===== config.mk =====
export PLATFORM = sky130hd
export DESIGN_NAME = stereo_atten
export DESIGN_NICKNAME = d
export VERILOG_FILES = /design/src/rtl/stereo_atten_pkg.sv /design/src/rtl/stereo_atten_rx.sv /design/src/rtl/stereo_atten_ctrl.sv /design/src/rtl/stereo_atten_scale.sv /design/src/rtl/stereo_atten.sv
export SDC_FILE = /design/constraint.sdc
export NUM_CORES = 2
export LEC_CHECK = 0
export BUFFER_PORTS_ARGS = -buffer_cell sky130_fd_sc_hd__clkbuf_2
export CAP_MARGIN = 20
export CORE_AREA = 2 2 251 253
export DETAILED_ROUTE_END_ITERATION = 10
export DIE_AREA = 0 0 253 255
export HOLD_SLACK_MARGIN = 0.05
export PLACE_DENSITY_LB_ADDON = 0.15
export RECOVER_POWER = 50
export SLEW_MARGIN = 30
export SYNTH_ARGS = -nofsm -noshare
export SYNTH_HDL_FRONTEND = slang
export SYNTH_HIERARCHICAL = 1
export SYNTH_SLANG_ARGS = --single-unit

===== constraint.sdc =====
create_clock -name clk -period 10.5 [get_ports clk]
set_input_delay 0.525 -clock clk [delete_from_list [all_inputs] [get_ports clk]]
set_output_delay 0.525 -clock clk [all_outputs]
set_load 0.03 [all_outputs]

===== src/rtl/stereo_atten_pkg.sv =====
package stereo_atten_pkg;
  localparam int SAMPLE_W = 24;
  localparam int GAIN_W   = 14;
  localparam int CWORD_W  = 16;

  typedef enum logic [1:0] {
    SEL_GAIN_L = 2'b00,
    SEL_GAIN_R = 2'b01,
    SEL_MODE   = 2'b10,
    SEL_NONE   = 2'b11
  } sel_e;

  typedef struct packed {
    logic [1:0] wsel;
    logic       inv;
    logic       mute_r;
    logic       mute_l;
  } mode_t;

  localparam mode_t MODE_RESET = '{wsel: 2'b10, inv: 1'b0, mute_r: 1'b0, mute_l: 1'b0};
endpackage


===== src/rtl/stereo_atten_rx.sv =====
module stereo_atten_rx #(
  parameter int DATA_W = 24
) (
  input  logic              clk,
  input  logic              rst,
  input  logic              bclk,
  input  logic              lrclk,
  input  logic              sdata,
  input  logic [1:0]        wsel,
  output logic              frame_valid,
  output logic [DATA_W-1:0] left,
  output logic [DATA_W-1:0] right
);
  localparam int CNT_W = $clog2(DATA_W + 1) + 1;

  logic              bclk_q, lr_last, chan, active;
  logic [CNT_W-1:0]  cnt, nbits;
  logic [DATA_W-1:0] shreg, shifted, aligned;
  logic              rise;

  assign rise = bclk & ~bclk_q;

  always_comb begin
    case (wsel)
      2'b00:   nbits = CNT_W'(16);
      2'b01:   nbits = CNT_W'(20);
      default: nbits = CNT_W'(DATA_W);
    endcase
  end

  assign shifted = {shreg[DATA_W-2:0], sdata};
  assign aligned = shifted << (DATA_W - int'(nbits));

  always_ff @(posedge clk) begin
    if (rst) begin
      bclk_q      <= 1'b0;
      lr_last     <= 1'b1;
      chan        <= 1'b0;
      active      <= 1'b0;
      cnt         <= '0;
      shreg       <= '0;
      left        <= '0;
      right       <= '0;
      frame_valid <= 1'b0;
    end else begin
      bclk_q      <= bclk;
      frame_valid <= 1'b0;
      if (rise) begin
        lr_last <= lrclk;
        if (lrclk != lr_last) begin
          chan   <= lrclk;
          cnt    <= '0;
          active <= 1'b1;
        end else if (active && cnt < nbits) begin
          shreg <= shifted;
          cnt   <= cnt + 1'b1;
          if (cnt == nbits - 1'b1) begin
            if (chan) begin
              right       <= aligned;
              frame_valid <= 1'b1;
            end else begin
              left <= aligned;
            end
          end
        end
      end
    end
  end

  // one frame strobe per completed right word, never two in a row
  assert_frame_pulse_R1: assert property (@(posedge clk) disable iff (rst)
    frame_valid |=> !frame_valid);
endmodule


===== src/rtl/stereo_atten_ctrl.sv =====
module stereo_atten_ctrl
  import stereo_atten_pkg::*;
#(
  parameter int CW = CWORD_W,
  parameter int GW = GAIN_W
) (
  input  logic          clk,
  input  logic          rst,
  input  logic          cclk,
  input  logic          clatch,
  input  logic          cdata,
  output logic [GW-1:0] gain_l,
  output logic [GW-1:0] gain_r,
  output mode_t         mode
);
  localparam logic [GW-1:0] GAIN_RESET = {GW{1'b1}};

  logic          cclk_q, clatch_q, shift_rise, latch_rise;
  logic [CW-1:0] word;
  sel_e          sel;

  assign shift_rise = cclk & ~cclk_q;
  assign latch_rise = clatch & ~clatch_q;
  assign sel        = sel_e'(word[CW-1:CW-2]);

  always_ff @(posedge clk) begin
    if (rst) begin
      cclk_q   <= 1'b0;
      clatch_q <= 1'b0;
      word     <= '0;
      gain_l   <= GAIN_RESET;
      gain_r   <= GAIN_RESET;
      mode     <= MODE_RESET;
    end else begin
      cclk_q   <= cclk;
      clatch_q <= clatch;
      if (shift_rise) word <= {word[CW-2:0], cdata};
      if (latch_rise) begin
        case (sel)
          SEL_GAIN_L: gain_l <= word[GW-1:0];
          SEL_GAIN_R: gain_r <= word[GW-1:0];
          SEL_MODE:   mode   <= mode_t'(word[$bits(mode_t)-1:0]);
          default:    ;
        endcase
      end
    end
  end

  // settings move only in the cycle after a latch strobe
  assert_settings_hold_R3: assert property (@(posedge clk) disable iff (rst)
    !$past(latch_rise) |-> ($stable(gain_l) && $stable(gain_r) && $stable(mode)));
endmodule


===== src/rtl/stereo_atten_scale.sv =====
module stereo_atten_scale
  import stereo_atten_pkg::*;
#(
  parameter int SW          = SAMPLE_W,
  parameter int GW          = GAIN_W,
  parameter int ZERO_FRAMES = 1024
) (
  input  logic          clk,
  input  logic          rst,
  input  logic          in_valid,
  input  logic [SW-1:0] in_l,
  input  logic [SW-1:0] in_r,
  input  logic [GW-1:0] gain_l,
  input  logic [GW-1:0] gain_r,
  input  mode_t         mode,
  input  logic          mute_all,
  output logic [SW-1:0] out_l,
  output logic [SW-1:0] out_r,
  output logic          out_valid,
  output logic          zero_flag
);
  localparam int ZC_W = $clog2(ZERO_FRAMES + 2);
  localparam logic [ZC_W-1:0] LIMIT = ZC_W'(ZERO_FRAMES);
  localparam logic signed [SW-1:0] S_MIN = {1'b1, {(SW-1){1'b0}}};
  localparam logic signed [SW-1:0] S_MAX = {1'b0, {(SW-1){1'b1}}};

  function automatic logic [SW-1:0] scale(input logic signed [SW-1:0] x,
                                          input logic [GW-1:0] g,
                                          input logic inv);
    logic signed [SW+GW:0] prod, shr;
    logic signed [SW-1:0]  r;
    prod = x * $signed({1'b0, g});
    shr  = prod >>> GW;
    r    = shr[SW-1:0];
    if (inv) r = (r == S_MIN) ? S_MAX : -r;
    return r;
  endfunction

  logic [ZC_W-1:0] zcnt, zcnt_next;
  logic            nonzero;

  assign nonzero   = (in_l != '0) || (in_r != '0);
  assign zcnt_next = nonzero ? '0 : ((zcnt > LIMIT) ? zcnt : zcnt + 1'b1);

  always_ff @(posedge clk) begin
    if (rst) begin
      out_l     <= '0;
      out_r     <= '0;
      out_valid <= 1'b0;
      zcnt      <= '0;
      zero_flag <= 1'b0;
    end else begin
      out_valid <= in_valid;
      if (in_valid) begin
        out_l     <= (mute_all || mode.mute_l) ? '0 : scale(in_l, gain_l, mode.inv);
        out_r     <= (mute_all || mode.mute_r) ? '0 : scale(in_r, gain_r, mode.inv);
        zcnt      <= zcnt_next;
        zero_flag <= zcnt_next > LIMIT;
      end
    end
  end

  // output strobe lasts one cycle
  assert_out_pulse_R1: assert property (@(posedge clk) disable iff (rst)
    out_valid |=> !out_valid);
  // mute pin zeroes both outputs
  assert_mute_pin_R6: assert property (@(posedge clk) disable iff (rst)
    (in_valid && mute_all) |=> (out_l == '0 && out_r == '0));
  // per-channel mute bits zero their channel
  assert_chan_mute_R7: assert property (@(posedge clk) disable iff (rst)
    (in_valid && mode.mute_l) |=> (out_l == '0));
  // any nonzero input drops the flag; flag moves only with a frame
  assert_zero_drop_R9: assert property (@(posedge clk) disable iff (rst)
    (in_valid && nonzero) |=> !zero_flag);
  assert_zero_hold_R9: assert property (@(posedge clk) disable iff (rst)
    !$past(in_valid) |-> $stable(zero_flag));
endmodule


===== src/rtl/stereo_atten.sv =====
module stereo_atten
  import stereo_atten_pkg::*;
#(
  parameter int SW          = SAMPLE_W,
  parameter int GW          = GAIN_W,
  parameter int CW          = CWORD_W,
  parameter int ZERO_FRAMES = 1024
) (
  input  logic          clk,
  input  logic          rst,
  input  logic          bclk,
  input  logic          lrclk,
  input  logic          sdata,
  input  logic          cclk,
  input  logic          clatch,
  input  logic          cdata,
  input  logic          mute,
  output logic [SW-1:0] out_l,
  output logic [SW-1:0] out_r,
  output logic          out_valid,
  output logic          zero_flag
);
  logic          fv;
  logic [SW-1:0] rx_l, rx_r;
  logic [GW-1:0] g_l, g_r;
  mode_t         mode;

  stereo_atten_ctrl #(.CW(CW), .GW(GW)) ctrl_i (
    .clk(clk), .rst(rst), .cclk(cclk), .clatch(clatch), .cdata(cdata),
    .gain_l(g_l), .gain_r(g_r), .mode(mode)
  );

  stereo_atten_rx #(.DATA_W(SW)) rx_i (
    .clk(clk), .rst(rst), .bclk(bclk), .lrclk(lrclk), .sdata(sdata),
    .wsel(mode.wsel), .frame_valid(fv), .left(rx_l), .right(rx_r)
  );

  stereo_atten_scale #(.SW(SW), .GW(GW), .ZERO_FRAMES(ZERO_FRAMES)) scale_i (
    .clk(clk), .rst(rst), .in_valid(fv), .in_l(rx_l), .in_r(rx_r),
    .gain_l(g_l), .gain_r(g_r), .mode(mode), .mute_all(mute),
    .out_l(out_l), .out_r(out_r), .out_valid(out_valid), .zero_flag(zero_flag)
  );
endmodule


==> metrics.md <==
| Metric | Value |
|---|---|
| Synth area leaders | fa_1 (37%), dfxtp_1 (12%), and2_1 (7.7%), inv_1 (7.0%), ha_1 (6.6%) |
| Clock Path Buffers | 2 |
| Crit end category | flop |
| Post-route clock skew | 0.0163 ns |
| Placed cells | 4,543 |
| Initial antenna violation count | 1 |
| Gpl congestion | 0.913 |
| Via count | 26,200 |
| R2R depth | 22 |
| Syn_area_per_cell | 8.70 sq um |
| Leak | around 17 nW |
| Number of synthesized flops with an enable pin | 0 |
| Rel. slew slack | -188% |
| Clock power frac | 44.3% |
| Seq pwr share | 51.0% |
| Slew @ Worst Pin | 4.33 ns |
| IO Port Bufs | 58 |
| Synth top area share | 36.7% |
| Area leader, netlist | fa_1 |
| Pin count of the biggest net entering global routing | 115 |
| Final-report hold violation count | 0 |
| Ports | 59 |
| First-pass GRT wire length | about 150 mm |
| CP startpoint kind | flop |
| Final Max Tran Viols | 290 |
| Sink of the worst hold path | ctrl_i/word[0]$_SDFFE_PP0P_ |
| Die Width | 253 microns |
| Layout cells sized above 1 | 3.23% |
| Outcome | finished with violations |
| Vias in the first global route | 26,500 |
| Most frequent cell after synthesis | inv_1 |
| Post-CTS resize count | 0 |
| Netlist Area Pre-Place | around 34,000 sq um |
| Yosys warning total | 6 |
| HP Class | in2reg |
| First DRT Iteration DRCs | 2,071 |
| Detailed placer's ending HPWL | 70.4 mm |
| Via/cell ratio | 5.73 |
| Peak supply drop | 0.111 mV |
| Final Non-Filler Cells | 4,575 |
| NumNets Final | 4,567 |
| Seq/Total Area, Yosys | 11.5% |
| Root Driver | clkbuf_16 |
| Post-synth cell types | 98 |
| TritonCTS Buffers | 17 |
| Max H-tree Level | 4 |
| R2r endpoint | scale_i/out_r[6]$_SDFFE_PP0P_ |
| Setup repair after global routing missed its margin | no |
| Post-synth top cells | inv_1 (631), fa_1 (618), nand2_1 (471), and2_1 (414), a21oi_1 (201) |
| Residual DRC | 0 |
| Synthesized flop and latch total | 194 |
| Inserted Diodes | 0 |
| Hold buffers post-CTS | 0 |
| WS Path Type | reg2reg |
| CP Max Fanout | 18 |
| Setup tns final | 0 ns |
| DRT Pass-1 Iters | 6 |
| Mapped Nets | between 4,000 and 5,000 |
| Fillers | 5,861 |
| Die Area | 64,500 sq um |
| WL final | approximately 90 mm |
| Cell count after synthesis | 3,876 |
| Pwr per Cell Area | 42.9 nW/um^2 |
| Sw frac | 26.2% |
| Grt total ovfl | 0 |
| Clk_lat worst skew | 0.47 ns |
| Clk slew on worst S/H paths | 0.08 ns |
| Core Area | 62,200 sq um |
| CP required | 10.87 ns |
| DR WL/cell | 19.7 microns |
| Failing checks | capacitance limit, slew limit |
| Sink Count | approximately 190 |
| Initial core utilization | 54.2% |
| Max_cap viols | 5 |
| R2r setup slk | 1.63 ns |
| Final ANT Viol Nets | 0 |
| Layout Area Growth over Synthesis | 3.20% |
| Fmax | between 0.1 and 0.15 GHz |
| Critical Path AT | 9.23 ns |
| Ys flop type | dfxtp_1 |
| Die H | about 260 microns |
| Reg2Reg Launch Point | ctrl_i/gain_r[9]$_SDFFE_PP1P_ |
| Internal cell power | approximately 1.1 mW |
| Min Tclk post-route | 8.87 ns |
| Min-delay src | cdata |
| Combinational Power Share | 4.6% |
| Hold-critical path depth | 3 |
| Net Sw Power | 391 uW |
| Setup Buffers After CTS | 0 |
| CTS tree | built |
| Final setup viols | 0 |
| Rows | 92 |
| Async SR Flop Fraction | 0% |
| Fin crit share | 84.4% |
| Tot GR Track Use | around 30% |
-- critical path: stages, from the launching register on --
cell and delay [ns]:
dfxtp_1 0.95, buf_4 0.30, and2_1 0.18, fa_1 0.42, fa_1 0.48, fa_1 0.53, fa_1 0.42, fa_1 0.51
inv_1 0.06, fa_1 0.48, inv_1 0.04, ha_1 0.40, a21oi_1 0.47, o21ai_1 0.31, or3_1 0.41, o211ai_1 0.10
a311oi_1 0.11, nor4_1 0.71, nand4b_1 0.33, or3_1 0.59, nor3_2 0.55, o21ai_0 0.21, a21oi_1 0.17
-- area by class of cell --
type / count / area [sq um] / share of cell area, %
well taps: 799 / 1000 / 2.87
clock inverters: 11 / 118 / 0.338
inverters: 633 / 2380 / 6.83
repair buffers: 81 / 388 / 1.12
clock buffers: 21 / 450 / 1.29
multi-input cells: 2836 / 26600 / 76.4
flip-flops and latches: 194 / 3890 / 11.2
-- worst max path at each step --
stage                     cells after the start                          start                        endpoint  slack [ns]
after floorplan                              24    rx_i/right[23]$_SDFFE_PP0P_  scale_i/out_r[22]$_SDFFE_PP0P_        3.19
after global placement                       22  ctrl_i/gain_r[1]$_SDFFE_PP1P_  scale_i/out_r[17]$_SDFFE_PP0P_        1.81
after detailed placement                     22  ctrl_i/gain_r[9]$_SDFFE_PP1P_   scale_i/out_r[6]$_SDFFE_PP0P_        1.84
after CTS                                    22  ctrl_i/gain_r[9]$_SDFFE_PP1P_   scale_i/out_r[6]$_SDFFE_PP0P_        1.80
after global routing                         22  ctrl_i/gain_r[9]$_SDFFE_PP1P_   scale_i/out_r[8]$_SDFFE_PP0P_        1.13
final                                        22  ctrl_i/gain_r[9]$_SDFFE_PP1P_   scale_i/out_r[6]$_SDFFE_PP0P_        1.63
-- flip-flops by register name, indices dropped and copies added (netlist names), 5 cells and up --
name / flops
ctrl_i/gain_l: 14
rx_i/left: 24
scale_i/zcnt: 11
rx_i/cnt: 6
ctrl_i/gain_r: 14
scale_i/out_r: 24
rx_i/right: 24
ctrl_i/word: 16
rx_i/shreg: 23
ctrl_i/mode: 5
scale_i/out_l: 24
-- cell usage in the layout (no fill, tap or decap), drive strengths merged, types with 7 or more instances in the layout --
| cell | netlist | layout |
|---|---|---|
| and4 | 12 | 12 |
| a21oi | 209 | 209 |
| ha | 177 | 177 |
| or3 | 27 | 27 |
| nor4 | 27 | 27 |
| inv | 631 | 638 |
| and2 | 414 | 414 |
| clkbuf | 180 | 82 |
| mux2i | 73 | 73 |
| nand2 | 471 | 471 |
| o21a | 18 | 18 |
| nand4 | 27 | 27 |
| xor2 | 27 | 27 |
| dfxtp | 194 | 194 |
| o21ai | 140 | 140 |
| o31ai | 19 | 19 |
| a31oi | 10 | 10 |
| nand3 | 48 | 48 |
| buf | 33 | 20 |
| xnor2 | 48 | 48 |
| fa | 618 | 618 |
| o211ai | 25 | 25 |
| nor3 | 60 | 60 |
| and3 | 18 | 18 |
| a211oi | 18 | 18 |
| a21o | 31 | 31 |
| o41ai | 7 | 7 |
| a311oi | 7 | 7 |
| nand2b | 78 | 78 |
| or2 | 7 | 7 |
| o21bai | 7 | 7 |
| nor2b | 14 | 14 |
| nor2 | 100 | 100 |
-- routing by layer --
layer / wire (microns) / global-route usage [%] / share of wire, % / vias to the layer above
li1: - / - / - / 12000
met5: 0 / 0 / 0 / -
met4: 1610 / 5.98 / 1.8 / 0
met1: 40800 / 42.2 / 45 / 13200
met3: 6760 / 5.79 / 7.5 / 104
met2: 40800 / 45.7 / 45 / 884
-- metrics by stage --
stage,cell area [sq um],power (mW),setup slack [ns],utilization [%],hold WS [ns]
floorplan,33700,0.817,3.19,-,0.432
global placement,34300,0.846,1.81,55.1,0.438
detailed placement,34300,0.847,1.84,55.2,0.442
CTS,34900,1.50,1.80,56.1,0.270
global route,34800,1.54,1.13,56.0,0.290
finish,34800,1.49,1.63,56.0,0.286
-- power groups by stage --
| stage | sequential [mW] | clock [mW] | combinational, mW |
|---|---|---|---|
| final | 0.762 | 0.662 | 0.0689 |
| after global routing | 0.764 | 0.705 | 0.0747 |
| after CTS | 0.762 | 0.672 | 0.0683 |
| after detailed placement | 0.779 | 0 | 0.0682 |
| after global placement | 0.779 | 0 | 0.0678 |
| after floorplan | 0.766 | 0 | 0.0508 |
-- logic make-up (layout without fill, tap and decap cells) --
group	after synthesis	after routing	synth area share, %
AOI/OAI and AO/OA	556	556	10.5
adders and majority gates	795	795	43.3
xor gates and xnor gates	75	75	1.95
DFF	194	194	11.5
muxes	76	76	2.27
and+or+nand+nor	1334	1334	20.7
buffers and inverters	846	746	9.77
Note: power is estimated with default switching activity, not from simulation.
